File: src/rtl/i2c10_pkg.sv
package i2c10_pkg;
    typedef enum logic [3:0] {
        ST_IDLE,
        ST_ADDR_HI,
        ST_ACK_HI,
        ST_HOLD_HI,
        ST_ADDR_LO,
        ST_ACK_LO,
        ST_NACK_LO,
        ST_HOLD_LO,
        ST_DATA,
        ST_ACK_DATA,
        ST_HOLD_DATA,
        ST_IGNORE
    } rx_state_t;
endpackage

File: src/rtl/i2c10_sync.sv
module i2c10_sync #(
    parameter int WIDTH   = 2,
    parameter int STAGES  = 2,
    parameter logic RST_VAL = 1'b1
) (
    input  logic             clk,
    input  logic             rst_n,
    input  logic [WIDTH-1:0] din,
    output logic [WIDTH-1:0] dout
);
    logic [WIDTH-1:0] pipe [STAGES];

    genvar g;
    generate
        for (g = 0; g < STAGES; g++) begin : g_stage
            always_ff @(posedge clk or negedge rst_n) begin
                if (!rst_n) begin
                    pipe[g] <= {WIDTH{RST_VAL}};
                end else if (g == 0) begin
                    pipe[g] <= din;
                end else begin
                    pipe[g] <= pipe[(g == 0) ? 0 : g-1];
                end
            end
        end
    endgenerate

    assign dout = pipe[STAGES-1];
endmodule

File: src/rtl/i2c10_bus_events.sv
module i2c10_bus_events (
    input  logic clk,
    input  logic rst_n,
    input  logic scl_s,
    input  logic sda_s,
    output logic start_evt,
    output logic stop_evt,
    output logic scl_rise,
    output logic scl_fall
);
    logic scl_d;
    logic sda_d;

    always_ff @(posedge clk or negedge rst_n) begin
        if (!rst_n) begin
            scl_d <= 1'b1;
            sda_d <= 1'b1;
        end else begin
            scl_d <= scl_s;
            sda_d <= sda_s;
        end
    end

    always_comb begin
        start_evt = scl_s && scl_d && sda_d && !sda_s;
        stop_evt  = scl_s && scl_d && !sda_d && sda_s;
        scl_rise  = scl_s && !scl_d;
        scl_fall  = !scl_s && scl_d;
    end
endmodule

File: src/rtl/i2c10_shift.sv
module i2c10_shift #(
    parameter int BYTE_W = 8,
    localparam int CNT_W = $clog2(BYTE_W + 1)
) (
    input  logic              clk,
    input  logic              rst_n,
    input  logic              clr,
    input  logic              en,
    input  logic              scl_rise,
    input  logic              sda_s,
    output logic [BYTE_W-1:0] byte_q,
    output logic              full
);
    logic [CNT_W-1:0] cnt;

    always_ff @(posedge clk or negedge rst_n) begin
        if (!rst_n) begin
            cnt    <= '0;
            byte_q <= '0;
        end else if (clr) begin
            cnt <= '0;
        end else if (en && scl_rise && !full) begin
            cnt    <= cnt + 1'b1;
            byte_q <= {byte_q[BYTE_W-2:0], sda_s};
        end
    end

    assign full = (cnt == CNT_W'(BYTE_W));
endmodule

File: src/rtl/i2c10_slave_rx.sv
module i2c10_slave_rx #(
    parameter int BYTE_W      = 8,
    parameter int SYNC_STAGES = 2
) (
    input  logic              clk,
    input  logic              rst_n,
    input  logic              scl_i,
    input  logic              sda_i,
    output logic              scl_oe,
    output logic              sda_oe,
    input  logic              cfg_start_ie,
    input  logic              cfg_stretch_en,
    input  logic              cmp_wr,
    input  logic [BYTE_W-1:0] cmp_wdata,
    output logic [BYTE_W-1:0] cmp_rdata,
    input  logic              buf_rd,
    output logic [BYTE_W-1:0] rx_data,
    input  logic              irq_clr,
    input  logic              ckp_set,
    output logic              start_flag,
    output logic              ua_flag,
    output logic              bf_flag,
    output logic              irq_flag,
    output logic              ckp
);
    import i2c10_pkg::*;

    rx_state_t state, state_nx;

    logic [1:0]        bus_s;
    logic              scl_s, sda_s;
    logic              start_evt, stop_evt, scl_rise, scl_fall;
    logic [BYTE_W-1:0] byte_q;
    logic              byte_full;
    logic              shift_en, shift_clr;
    logic              in_ack, ack_done, addr_done, data_done;
    logic              cmp_accept, addr_match;
    logic [BYTE_W-1:0] cmp_q, rx_q;

    i2c10_sync #(.WIDTH(2), .STAGES(SYNC_STAGES), .RST_VAL(1'b1)) u_sync (
        .clk  (clk),
        .rst_n(rst_n),
        .din  ({scl_i, sda_i}),
        .dout (bus_s)
    );
    assign scl_s = bus_s[1];
    assign sda_s = bus_s[0];

    i2c10_bus_events u_evt (
        .clk      (clk),
        .rst_n    (rst_n),
        .scl_s    (scl_s),
        .sda_s    (sda_s),
        .start_evt(start_evt),
        .stop_evt (stop_evt),
        .scl_rise (scl_rise),
        .scl_fall (scl_fall)
    );

    i2c10_shift #(.BYTE_W(BYTE_W)) u_shift (
        .clk     (clk),
        .rst_n   (rst_n),
        .clr     (shift_clr),
        .en      (shift_en),
        .scl_rise(scl_rise),
        .sda_s   (sda_s),
        .byte_q  (byte_q),
        .full    (byte_full)
    );

    assign addr_match = (byte_q == cmp_q);
    assign in_ack     = (state == ST_ACK_HI) || (state == ST_ACK_LO) ||
                        (state == ST_NACK_LO) || (state == ST_ACK_DATA);
    assign ack_done   = in_ack && scl_fall;
    assign data_done  = ack_done && (state == ST_ACK_DATA);
    assign addr_done  = ack_done && (state != ST_ACK_DATA);
    assign cmp_accept = cmp_wr && !in_ack;
    assign shift_en   = (state == ST_ADDR_HI) || (state == ST_ADDR_LO) || (state == ST_DATA);
    assign shift_clr  = (state_nx != state);

    // next-state logic
    always_comb begin
        state_nx = state;
        if (stop_evt) begin
            state_nx = ST_IDLE;
        end else if (start_evt) begin
            state_nx = ST_ADDR_HI;
        end else begin
            unique case (state)
                ST_IDLE:      state_nx = ST_IDLE;
                ST_ADDR_HI:   if (scl_fall && byte_full) state_nx = addr_match ? ST_ACK_HI : ST_IGNORE;
                ST_ACK_HI:    if (scl_fall) state_nx = ST_HOLD_HI;
                ST_HOLD_HI:   if (cmp_accept) state_nx = ST_ADDR_LO;
                ST_ADDR_LO:   if (scl_fall && byte_full) state_nx = addr_match ? ST_ACK_LO : ST_NACK_LO;
                ST_ACK_LO:    if (scl_fall) state_nx = ST_HOLD_LO;
                ST_NACK_LO:   if (scl_fall) state_nx = ST_IGNORE;
                ST_HOLD_LO:   if (cmp_accept) state_nx = ST_DATA;
                ST_DATA:      if (scl_fall && byte_full) state_nx = ST_ACK_DATA;
                ST_ACK_DATA:  if (scl_fall) state_nx = cfg_stretch_en ? ST_HOLD_DATA : ST_DATA;
                ST_HOLD_DATA: if (ckp_set) state_nx = ST_DATA;
                ST_IGNORE:    state_nx = ST_IGNORE;
                default:      state_nx = ST_IDLE;
            endcase
        end
    end

    // state register
    always_ff @(posedge clk or negedge rst_n) begin
        if (!rst_n) state <= ST_IDLE;
        else        state <= state_nx;
    end

    // pin outputs
    always_comb begin
        sda_oe = 1'b0;
        scl_oe = 1'b0;
        unique case (state)
            ST_ACK_HI, ST_ACK_LO, ST_ACK_DATA:    sda_oe = 1'b1;
            ST_HOLD_HI, ST_HOLD_LO, ST_HOLD_DATA: scl_oe = 1'b1;
            default: ;
        endcase
    end

    // host-visible registers and flags
    always_ff @(posedge clk or negedge rst_n) begin
        if (!rst_n) begin
            cmp_q      <= '0;
            rx_q       <= '0;
            start_flag <= 1'b0;
            ua_flag    <= 1'b0;
            bf_flag    <= 1'b0;
            irq_flag   <= 1'b0;
            ckp        <= 1'b1;
        end else begin
            if (cmp_accept) cmp_q <= cmp_wdata;

            if (start_evt)     start_flag <= 1'b1;
            else if (stop_evt) start_flag <= 1'b0;

            if (addr_done)       ua_flag <= 1'b1;
            else if (cmp_accept) ua_flag <= 1'b0;

            if (ack_done || (start_evt && cfg_start_ie)) irq_flag <= 1'b1;
            else if (irq_clr)                           irq_flag <= 1'b0;

            if (data_done) begin
                rx_q    <= byte_q;
                bf_flag <= 1'b1;
            end else if (buf_rd) begin
                bf_flag <= 1'b0;
            end

            if (data_done && cfg_stretch_en) ckp <= 1'b0;
            else if (ckp_set)                ckp <= 1'b1;
        end
    end

    assign cmp_rdata = cmp_q;
    assign rx_data   = rx_q;
endmodule

File: config.mk
export PLATFORM = sky130hd
export DESIGN_NAME = i2c10_slave_rx
export DESIGN_NICKNAME = d
export VERILOG_FILES = /design/src/rtl/i2c10_pkg.sv /design/src/rtl/i2c10_sync.sv /design/src/rtl/i2c10_bus_events.sv /design/src/rtl/i2c10_shift.sv /design/src/rtl/i2c10_slave_rx.sv
export SDC_FILE = /design/constraint.sdc
export NUM_CORES = 1
export LEC_CHECK = 0
export BUFFER_PORTS_ARGS = -buffer_cell sky130_fd_sc_hd__buf_2
export CAP_MARGIN = 20
export CORE_MARGIN = 4
export CORE_UTILIZATION = 55
export CTS_CLUSTER_SIZE = 28
export DETAILED_ROUTE_END_ITERATION = 8
export PLACE_DENSITY_LB_ADDON = 0.12
export SETUP_SLACK_MARGIN = 0.15
export SLEW_MARGIN = 20
export SYNTH_ARGS = -nofsm -noshare
export SYNTH_HDL_FRONTEND = slang
export SYNTH_SLANG_ARGS = --single-unit
File: constraint.sdc
create_clock -name clk -period 6.1 [get_ports clk]
set_clock_uncertainty 0.05 [all_clocks]
set_input_delay 0.61 -clock clk [delete_from_list [all_inputs] [get_ports clk]]
set_output_delay 0.61 -clock clk [all_outputs]
set_load 0.05 [all_outputs]
---- After elaboration in Yosys (flattened, before gate mapping) ----
Index checks and enable logic that the tools add are counted.
cells by class
  add/sub/neg operators ................... 1
  equality and inequality tests ........... 15
  mux-type cells .......................... 30
  bitwise logic cells ..................... 1
  reduce and logical (&&, ||, !) cells .... 37
operator list
  cell                                                              count
  4-bit 2-to-1 mux                                                  15
  4-bit one-hot mux with 11 select lines                            1
  4-bit == test (second input constant)                             5
  4-bit by 3-bit == test with 1-bit output (second input constant)  4
  1-bit logical AND                                                 16
  1-bit 2-to-1 mux                                                  12
  2-bit nonzero test                                                6
  4-bit by 2-bit == test with 1-bit output (second input constant)  2
  8-bit == test                                                     1
  1-bit logical NOT                                                 6
  1-bit logical OR                                                  6
  3-bit OR reduction                                                2
  4-bit by 1-bit adder with 4-bit output (second input constant)    1
  4-bit by 1-bit == test with 1-bit output (second input constant)  1
  2-bit 2-to-1 mux                                                  2
  4-bit inequality test                                             1
  4-bit inequality test (second input constant)                     1
  2-bit AND reduction                                               1
  1-bit inverter                                                    1
storage, ports and cells
  register bits ........................... 43

---- Logic depth before layout (Yosys ltp) ----
Gate-level depths: netlist (run 1).
  depth in word-level cells ............... 13
  gate-level depth with buffers ........... 11

---- Hierarchy ----
From an unflattened synthesis (run 1), not the netlist that was laid out.
unflattened totals
  cells, all modules ...................... 203
  area, all modules ....................... 2258.4 µm²
by module, submodules not included
  module            instances  cells an instance  area each (µm²)  sequential area each (µm²)
  i2c10_slave_rx    1          149                1507.7           626.9
  i2c10_shift       1          42                 543.0            300.3
  i2c10_sync        1          6                  120.1            105.1
  i2c10_bus_events  1          6                  87.6             52.6

---- Worst setup path after synthesis (run 1) ----
Ideal clock, no wire load.
  path type ............................... register to output
  start ................................... reg state[2]
  end ..................................... out sda_oe
  arrival ................................. 1997 ps
  required time ........................... 5440 ps
  setup slack ............................. 3443 ps
  cell stages (with the launch flop) ...... 5
  buffers on the path ..................... 0
  cells stage by stage .................... dfrtp_1 inv_1 ha_1 inv_1 o21ai_0
between the ends
  word-level cells in the longest chain between the ends .. 3
  elaborated cells on any way between the ends .. 5
  those cells by class .................... eq/ne: 3; mux: 1; reduce/logical: 1
RTL lines
  element                                                           line                   RTL
  start: declaration                                                i2c10_slave_rx.sv:28   rx_state_t state, state_nx;
  start signal: assignment                                          i2c10_slave_rx.sv:110  else state <= state_nx;
  4-bit by 2-bit == test with 1-bit output (tied with other cells)  i2c10_slave_rx.sv:117  unique case (state)
  3-bit OR reduction *                                              i2c10_slave_rx.sv:117
  1-bit 2-to-1 mux *                                                i2c10_slave_rx.sv:117
  end: declaration                                                  i2c10_slave_rx.sv:10   output logic sda_oe,
Every way passes the cells marked *; elsewhere a longest branch is shown, timed or not.

---- Worst setup path after layout (run 1) ----
  start ................................... reg state[3]
  end ..................................... reg u_shift.byte_q[1]
between the ends
  word-level cells in the longest chain between the ends .. 13
  elaborated cells on any way between the ends .. 36
  those cells by class .................... eq/ne: 12; mux: 13; bitwise: 1; reduce/logical: 10
RTL lines
  element                                                                                                      line                                        RTL
  4-bit by 2-bit == test with 1-bit output / 4-bit by 3-bit == test with 1-bit output (equally long branches)  i2c10_slave_rx.sv:72, i2c10_slave_rx.sv:89
  1-bit logical OR (2 in a row)                                                                                i2c10_slave_rx.sv:72                        assign in_ack = (state == ST_ACK_HI) || (state == ST_ACK_LO) ||
  1-bit logical OR                                                                                             i2c10_slave_rx.sv:73                        (state == ST_NACK_LO) || (state == ST_ACK_DATA);
  1-bit logical NOT                                                                                            i2c10_slave_rx.sv:77                        assign cmp_accept = cmp_wr && !in_ack;
  1-bit logical AND                                                                                            i2c10_slave_rx.sv:77
  4-bit 2-to-1 mux (on tied branches)                                                                          i2c10_slave_rx.sv:97, i2c10_slave_rx.sv:93
  4-bit one-hot mux with 11 select lines                                                                       i2c10_slave_rx.sv:89                        unique case (state)
  4-bit 2-to-1 mux                                                                                             i2c10_slave_rx.sv:86                        end else if (start_evt) begin
  4-bit 2-to-1 mux                                                                                             i2c10_slave_rx.sv:84                        if (stop_evt) begin
  4-bit inequality test                                                                                        i2c10_slave_rx.sv:79                        assign shift_clr = (state_nx != state);
  1-bit inverter (no source line)                                                                              --
  2-bit AND reduction (no source line) *                                                                       --
  end signal: assignment                                                                                       i2c10_shift.sv:24                           byte_q <= {byte_q[BYTE_W-2:0], sda_s};
  end: declaration                                                                                             i2c10_shift.sv:11                           output logic [BYTE_W-1:0] byte_q,
Marked as above.
A chain may end at the register's enable or synchronous reset.

==> results of run 1 <==
metrics by stage:
stage	hold slack, ps	worst slack [ps]	total power (W)
6_report	307.3	2854	0.001352
5_1_grt	312.6	2713	0.001441
4_1_cts	309.3	2904	0.001359
3_5_place_dp	297.9	2928	0.001179
3_3_place_gp	296.4	2955	0.001169
2_1_floorplan	264.4	3443	0.001018
cells in the mapped netlist (2+ instances only):
master	instances
o21ai_0	8
o211ai_1	3
nand3_1	6
buf_2	4
dfrtp_1	36
nor4_1	2
nand2b_1	4
buf_6	2
mux2_4	8
nand2_1	17
and3b_1	3
ha_1	5
o221ai_1	2
nand4_1	2
o21a_1	6
inv_1	10
nor2_1	12
xor2_1	10
nor3b_1	2
and3_1	2
mux2_2	16
nor3_1	9
dfstp_2	7
nand4b_1	2
a21oi_1	8
final timing paths:
kind,slack [ps],cells past startpoint,endpoint,from
max,2850,9,u_shift.byte_q[1],state[3]
min reg2reg,310,0,u_sync.dout[0],u_sync.pipe[2]
max in group asynchronous,5020,1,u_shift.cnt[3],rst_n
max reg2reg,2850,9,u_shift.byte_q[1],state[3]
min in group asynchronous,390,1,state[1],rst_n
min,310,0,u_sync.dout[0],u_sync.pipe[2]
where the power goes:
part	switching, W	internal, W	total, W
combinational	0.000448	0.000253	0.000701
sequential	0.0000938	0.000377	0.000470
clock	0.0000997	0.0000801	0.000180
layout make-up:
type	count	area [sq um]	share of cell area [%]
Inverter	10	37.54	1.401
Sequential cell	43	1085	40.48
Timing Repair Buffer	40	200.2	7.470
Tap cell	50	62.56	2.334
Clock buffer	6	72.57	2.708
Clock inverter	2	12.51	0.4669
Multi-Input combinational cell	157	1210	45.14
registers in the layout, indices dropped and copies added (netlist names):
signal and flops:
rx_data 8, u_sync.dout 2, cmp_rdata 8, irq_flag 1, u_evt.scl_d 1, bf_flag 1, u_sync.pipe 2, u_shift.byte_q 8
start_flag 1, ckp 1, u_evt.sda_d 1, u_shift.cnt 4, state 4, ua_flag 1
worst max-delay path: cells and delay by family (launching register included):
kind	cells	cell delay, ps
compound gates	3	460
fa+ha+maj	1	420
buf+inv	1	170
flops	1	490
mux	1	340
simple gates	3	1210
cell families after synthesis:
kind of cell	count (synthesis)	synth area share, %
XOR/XNOR	11	4.038
flip-flops	43	45.46
adder cells (fa/ha/maj)	5	2.622
AND/OR/NAND/NOR	70	15.84
multiplexers	25	13.00
AO/OA/AOI/OAI	46	15.21
buffers and inverters	18	3.828
metal layers:
layer | vias to the layer above | global-route usage, % | wire length, um
li1 | 872 | - | -
met1 | 847 | 29.97 | 2437
met2 | 52 | 31.99 | 2471
met3 | 9 | 5.198 | 263
met4 | 0 | 6.841 | 82
met5 | - | 0 | 0
==> impl_metrics.toml, run 1 <==
[setup_path]
crit_chain = "inv_1, ha_1, nor3b_1, and3_1, o21a_1, a211oi_2, o21ai_1, and3_1, mux2_4"
crit_arrival_ps = 3380
slowest_stage = "and3_1"
startpoint_type = "register"
critPathKind = "register to register"
crit_path_frequent_cell = "and3_1"
cp_max_fo = 11
crit_required_ps = 6230
cpPeakStageDelay_ps = 540
critPathCaptureType = "register"

[timing]
tightest_slew_ps = 929.6
fin_tns_setup_ps = 0
rsz0062_at_grt = "no"
finalCritPeriodShare_pct = 53.22
slew_viol_final = 0
setup_violations = 0
report.final.hold_viol_count = 0
max_freq_mhz = 308.0
max-slew-margin-rel_pct = 38.02
period_minus_slack_ps = 3246

[cells_and_area]
fillers = 336
areaGrowthSynthToFinish_pct = 12.32
fin_cells = 308
antennaDiodeCount = 0
fin_area_sq_um = 2680
utilization_pct = 65.58
layout_commonest_cell = "buf_2"
final_cell_mix = "buf_2 (40), dfrtp_1 (36), nand2_1 (17)"
drive_above_1_share_pct = 33.33
fin_nets = 280

[power_and_ir_drop]
p_per_area_nw_per_um2 = 504.3
leakage_nw = 1.269
vdd_drop_max_uv = 265.1

[hold_path]
hold_class = "register to register"

[yosys]
synth-seq-area-share_pct = 45.46
syn_nets = 241
synthCells = 218
synth.distinct_cells = 57
yosys.area.top_type_share_pct = 37.76
yosys.area.top_type = "dfrtp_1"
syn_area_per_cell_sq_um = 10.95
yosysWarnings = 0
synth_area_leaders = "dfrtp_1 (38%), dfstp_2 (7.7%), mux2_2 (7.6%)"
synthesis.area_sq_um = 2386
synth_edf_count = 0
async_reset_ff_share_pct = 100.0
synth_top_flop_cell = "dfrtp_1"
synth.ff_latch_count = 43

[cts]
clk_pin_slew_worst_paths_ps = 80
holdBufCountCts = 0
cts_tree = "yes"
htreeDepth = 2
insertion_delay_ps = 300
clock_path_buffers = 2
root_buffer = "clkbuf_8"
cts.sinks = 43
cts_resized = 0
cts_setup_buffers = 0
numCtsBuffers = 5

[global_route]
grt_pass1_wl_um = 8749
overflow = 0
grt_max_degree = 44
antenna_found_initial = 0
grt_pass1_vias = 1796
track_usage_pct = 21.21

[floorplan]
die_w_um = 73.87
die_height_um = 73.87
io_pins = 41
start_util_pct = 58.39
rows = 23
die_area_sq_um = 5456
core-area_sq_um = 4086

[place]
routabilityCongestion = 0.9003
hpwlAfterDp_um = 3891
place_area_sq_um = 2595
dp.cells = 300
io_buffers = 40

[routing]
routed_wl_um = 5254
avgViaCountPerCell = 5.779
remaining_drc_errors = 0
routed-via-count = 1780
dr.pass1.iters = 4
first_iter_violations = 109
wl_per_cell_um = 17.06
ant_nets = 0

[flow_run]
maxCapViolations = 0

[run_status]
status = "finished, final reports clean"
Note: power is estimated with default switching activity, not from simulation.
==> inputs of run 2 (changes only) <==
- clock period: 6.1 -> 3.1 ns (I/O delays scaled with it)
==> run 2 against run 1 <==
Sequential share of layout area decreased by 1.5 points. Routed wire length increased by 1.8%. Critical path depth increased by 1. Combinational power increased by 100%. Register-to-register slack got worse by 2500 ps. Global-route usage decreased by 0.077 points. Setup slack got worse by 2500 ps. Cell area increased by 3.9%. Sequential power increased by 97%. Clock-buffer cell count unchanged. Highest routed layer unchanged.
==> impl_metrics.toml, run 2 (synthesized netlist as in run 1, its figures left out) <==
[floorplan]
io_pins = 41
rows = 23
core-area_sq_um = 4086
start_util_pct = 58.39
die_height_um = 73.87
die_area_sq_um = 5456
die_w_um = 73.87

[routing]
wl_per_cell_um = 17.09
routed_wl_um = 5349
first_iter_violations = 127
routed-via-count = 1799
remaining_drc_errors = 0
ant_nets = 0
dr.pass1.iters = 4
avgViaCountPerCell = 5.748

[timing]
max-slew-margin-rel_pct = 37.34
rsz0062_at_grt = "no"
period_minus_slack_ps = 2750
tightest_slew_ps = 939.9
finalCritPeriodShare_pct = 88.71
max_freq_mhz = 363.6
fin_tns_setup_ps = 0
slew_viol_final = 0
setup_violations = 0
report.final.hold_viol_count = 0

[setup_path]
crit_path_frequent_cell = "and3_1"
critPathBufInv = 2
cp_top_family = "simple AND/OR/NAND/NOR gates"
slowest_stage = "dfrtp_1"
cp_max_fo = 11
crit_arrival_ps = 2870
crit_chain = "inv_1, ha_2, nor3b_1, and3_1, o21a_1, a211oi_2, o21ai_1, and3_1, buf_4, mux2_4"
worstReg2RegStart = "state[3]"
regToRegEndpoint = "u_shift.byte_q[1]"
startpoint_type = "register"
critPathCaptureType = "register"
critPathKind = "register to register"
crit_required_ps = 3220
reg2reg_slack_ps = 350
r2r_cells = 10
cpPeakStageDelay_ps = 460

[global_route]
grtUsageMet2_pct = 32.09
track_usage_pct = 21.13
overflow = 0
grt_max_degree = 44
grt_pass1_vias = 1768
antenna_found_initial = 0
use_met3_pct = 4.925
grt_pass1_wl_um = 8742
grt-busiest-layer = "met2"
grtUsageMet1_pct = 30.11

[run_status]
status = "finished, final reports clean"

[power_and_ir_drop]
vdd_drop_max_uv = 683.5
leakage_nw = 1.318
p_per_area_nw_per_um2 = 1021

[cells_and_area]
antennaDiodeCount = 0
layout_commonest_cell = "buf_2"
areaGrowthSynthToFinish_pct = 16.73
utilization_pct = 68.16
final_cell_mix = "buf_2 (40), dfrtp_1 (36), nand2_1 (17)"
drive_above_1_share_pct = 35.74
fillers = 326
fin_nets = 285

[cts]
cts.sinks = 43
cts_setup_buffers = 0
cts_tree = "yes"
clock_path_buffers = 2
numCtsBuffers = 5
clk_pin_slew_worst_paths_ps = 70
holdBufCountCts = 0
root_buffer = "clkbuf_8"
htreeDepth = 2
insertion_delay_ps = 290

[flow_run]
maxCapViolations = 0

[place]
io_buffers = 40
routabilityCongestion = 0.8834
hpwlAfterDp_um = 3899

[hold_path]
min_to = "u_sync.pipe[3]"
min_from = "scl_i"
hold_class = "input port to register"
min_path_cells = 1
run 2: worst max-delay path by stage:
| stage | from | endpoint | slack [ps] | depth (start not counted) |
|---|---|---|---|---|
| floorplan | cmp_rdata[4] | u_shift.byte_q[0] | 600 | 8 |
| global placement | state[3] | u_shift.byte_q[7] | 330 | 10 |
| detailed placement | state[3] | u_shift.cnt[0] | 310 | 8 |
| CTS | state[3] | u_shift.cnt[0] | 300 | 8 |
| global route | state[3] | u_shift.cnt[3] | 200 | 9 |
| finish | state[3] | u_shift.byte_q[1] | 350 | 10 |
run 2: area by class of cell:
type | count | area (sq um) | area share, %
multi-input combinational | 157 | 1230 | 44.16
sequential | 43 | 1085 | 38.95
timing repair buffer | 45 | 237.7 | 8.535
clock buffer | 6 | 72.57 | 2.606
tap | 50 | 62.56 | 2.246
clock inverter | 2 | 60.06 | 2.156
inverter | 10 | 37.54 | 1.348
run 2: stage by stage:
step                instances  instance area (sq um)  hold WS (ps)  total power [W]  setup slack (ps)
finish                    313                   2785         67.72         0.002844             349.9
global route              313                   2785         47.08         0.003014             198.6
CTS                       313                   2765         58.76         0.002851             295.7
detailed placement        305                   2633         299.1         0.002326             312.4
global placement          305                   2633         296.6         0.002313             333.4
floorplan                 218                   2386        -35.59         0.002004             603.7
run 2: what timing repair did:
| action | in CTS | in global routing |
|---|---|---|
| setup endpoints to repair | 0 | 6 |
| hold endpoints to repair | 0 | 0 |
| gates resized for setup | 0 | 4 |
run 2: metal layers:
metal / routed length (um) / part of all wire, %
met1: 2544 / 48
met2: 2472 / 46
met3: 255 / 4.8
met4: 76 / 1.4
met5: 0 / 0
run 2: where the power goes:
group	switching (W)	internal (W)	total, W
Sequential	0.000183	0.000741	0.000924
Clock	0.000184	0.000322	0.000506
Combinational	0.000888	0.000525	0.00141
Total	0.00126	0.00159	0.00284
==> inputs of run 3 (changes only) <==
- ABC_AREA: default -> 1
==> run 3 against run 2 <==
Global-route usage increased by 0.37 points. First-iteration DRC count decreased by 22%. Hold slack got worse by 10 ps. Critical path depth increased by 5. Fmax increased by 0.90%. Register-to-register slack improved by 20 ps. Total power decreased by 59%. Sequential share of layout area decreased by 0.10 points.
==> impl_metrics.toml, run 3 <==
[yosys]
synth-seq-area-share_pct = 44.01
synthesis.area_sq_um = 2465
synthCells = 323
synth_top_flop_cell = "dfrtp_1"
synth_edf_count = 0
synth.ff_latch_count = 43
synth_most_common_cell = "nand2_1"
synth_commonest_cells = "nand2_1 (114), dfrtp_1 (36), inv_1 (36), nor2_1 (30), nand3_1 (17)"
syn_nets = 346
syn_area_per_cell_sq_um = 7.631
yosys.area.top_type = "dfrtp_1"
yosysWarnings = 0
synth_area_leaders = "dfrtp_1 (37%), nand2_1 (17%), dfstp_2 (7.5%)"
synth.distinct_cells = 31
async_reset_ff_share_pct = 100.0
yosys.area.top_type_share_pct = 36.55

[routing]
first_iter_violations = 99
ant_nets = 0
dr.pass1.iters = 5
avgViaCountPerCell = 5.184
routed-via-count = 2172
wl_per_cell_um = 13.29
remaining_drc_errors = 0
routed_wl_um = 5569

[global_route]
grt_max_degree = 44
antenna_found_initial = 0
track_usage_pct = 21.50
grt_pass1_vias = 1926
grt_pass1_wl_um = 9087
overflow = 0

[power_and_ir_drop]
p_comb_share_pct = 15.3
switchingPower_w = 0.0003510
p_per_area_nw_per_um2 = 412.7
intPower_w = 0.0008015
switching_share_pct = 30.46
pwr-share-seq_pct = 54.2
p_clk_share_pct = 30.4
leakage_nw = 1.589
finalPower_w = 0.001153
vdd_drop_max_uv = 343.1

[cts]
root_buffer = "clkbuf_8"
htreeDepth = 2
clock_path_buffers = 2
clk_pin_slew_worst_paths_ps = 80
insertion_delay_ps = 300
cts_tree = "yes"
holdBufCountCts = 0
cts.sinks = 43
numCtsBuffers = 5

[timing]
finalCritPeriodShare_pct = 87.92
slew_viol_final = 0
report.final.hold_viol_count = 0
max-slew-margin-rel_pct = 37.96
worst_slack_ps = 374.4
setup_violations = 0
max_freq_mhz = 366.9
tightest_slew_ps = 930.5
period_minus_slack_ps = 2726
rsz0062_at_grt = "no"
fin_tns_setup_ps = 0

[cells_and_area]
multiInputGateArea_sq_um = 1166
layout_commonest_cell = "nand2_1"
final_cell_mix = "nand2_1 (113), buf_2 (40), inv_1 (36), dfrtp_1 (36), nor2_1 (30)"
fin_area_sq_um = 2793
fin_nets = 389
drive_above_1_share_pct = 23.16
antennaDiodeCount = 0
areaGrowthSynthToFinish_pct = 13.30
fillers = 387
regArea_sq_um = 1085

[run_status]
status = "finished, final reports clean"

[setup_path]
crit_arrival_ps = 2870
critPathCaptureType = "register"
crit_required_ps = 3240
slowest_stage = "dfrtp_1"
crit_path_frequent_cell = "nand2_1"
cp_max_fo = 12
cpPeakStageDelay_ps = 480
crit_chain = "inv_1, ha_2, inv_1, nor2_1, nor2_1, a21oi_1, a21oi_1, nand2_1, nand2_1, nand2_1, nand2_1, nand2_2, nand3_2, nand2_1, nand2_1"
startpoint_type = "register"
critPathKind = "register to register"

[place]
routabilityCongestion = 0.9555
place_ws_ps = 282.1
place_area_sq_um = 2678
io_buffers = 40
hpwlAfterDp_um = 4238

[floorplan]
io_pins = 41
die_height_um = 74.95
die_w_um = 74.95
start_util_pct = 56.61
die_area_sq_um = 5617
rows = 24
core-area_sq_um = 4354

[hold_path]
hold_class = "input port to register"

[flow_run]
maxCapViolations = 0
run 3: cells by family (layout without fill, tap and decap cells):
logic type,Yosys count,in the layout,share of synthesized area [%]
simple gates,195,195,37.36
buf+inv,50,94,8.985
flops,43,43,44.01
compound gates,25,25,5.330
fa+ha+maj,5,5,2.538
xor+xnor,5,5,1.777
run 3: final cells by class:
cell class / instances / area share (%)
flip-flops and latches: 43 / 38.84
inverters: 43 / 6.048
well taps: 52 / 2.330
repair buffers: 43 / 7.975
clock buffers: 6 / 2.599
clock inverters: 2 / 0.4480
multi-input cells: 230 / 41.76
run 3: metal layers:
layer | track usage, % | part of all wire, %
met1 | 31.11 | 49
met2 | 32.88 | 45
met3 | 4.272 | 5.2
met4 | 6.126 | 1.4
met5 | 0 | 0
run 3: critical path: cells and delay by family, from the launching register on:
family                     cells  cell delay, ps
and+or+nand+nor               10            1200
AOI/OAI and AO/OA              2             290
DFF                            1             480
adders and majority gates      1             290
buffers and inverters          2             320
run 3: power by group through the flow:
| stage | sequential (W) | combinational, W | clock, W |
|---|---|---|---|
| finish | 0.000625 | 0.000177 | 0.000351 |
| global route | 0.000631 | 0.000198 | 0.000389 |
| CTS | 0.000625 | 0.000179 | 0.000355 |
| detailed placement | 0.000636 | 0.000177 | 0 |
| global placement | 0.000635 | 0.000175 | 0 |
| floorplan | 0.000671 | 0.0000810 | 0 |
run 3: path summary, 6_finish.rpt:
check                               start  depth (start not counted)  slack (ps)                end
setup / recovery                 state[3]                         15         370  u_shift.byte_q[5]
hold / removal                      scl_i                          1          60     u_sync.pipe[3]
setup reg to reg                 state[3]                         15         370  u_shift.byte_q[5]
hold reg to reg            u_sync.pipe[3]                          0         310     u_sync.dout[1]
max in group asynchronous           rst_n                          1        2320     u_shift.cnt[1]
min in group asynchronous           rst_n                          1          90            bf_flag
run 3: repair_timing:
item / in CTS / in global routing
setup endpoints to repair: 0 / 11
resized for setup: 0 / 3
setup buffers: 0 / 3
run 3: through the flow:
| step | std cells | utilization [%] | hold WS, ps |
|---|---|---|---|
| after CTS | 416 | 63.45 | 50.76 |
| after floorplan | 323 | - | -35.59 |
| after global placement | 408 | 61.49 | 296.1 |
| after detailed placement | 408 | 61.49 | 300.8 |
| after global routing | 419 | 64.14 | 44.64 |
| final | 419 | 64.14 | 57.44 |
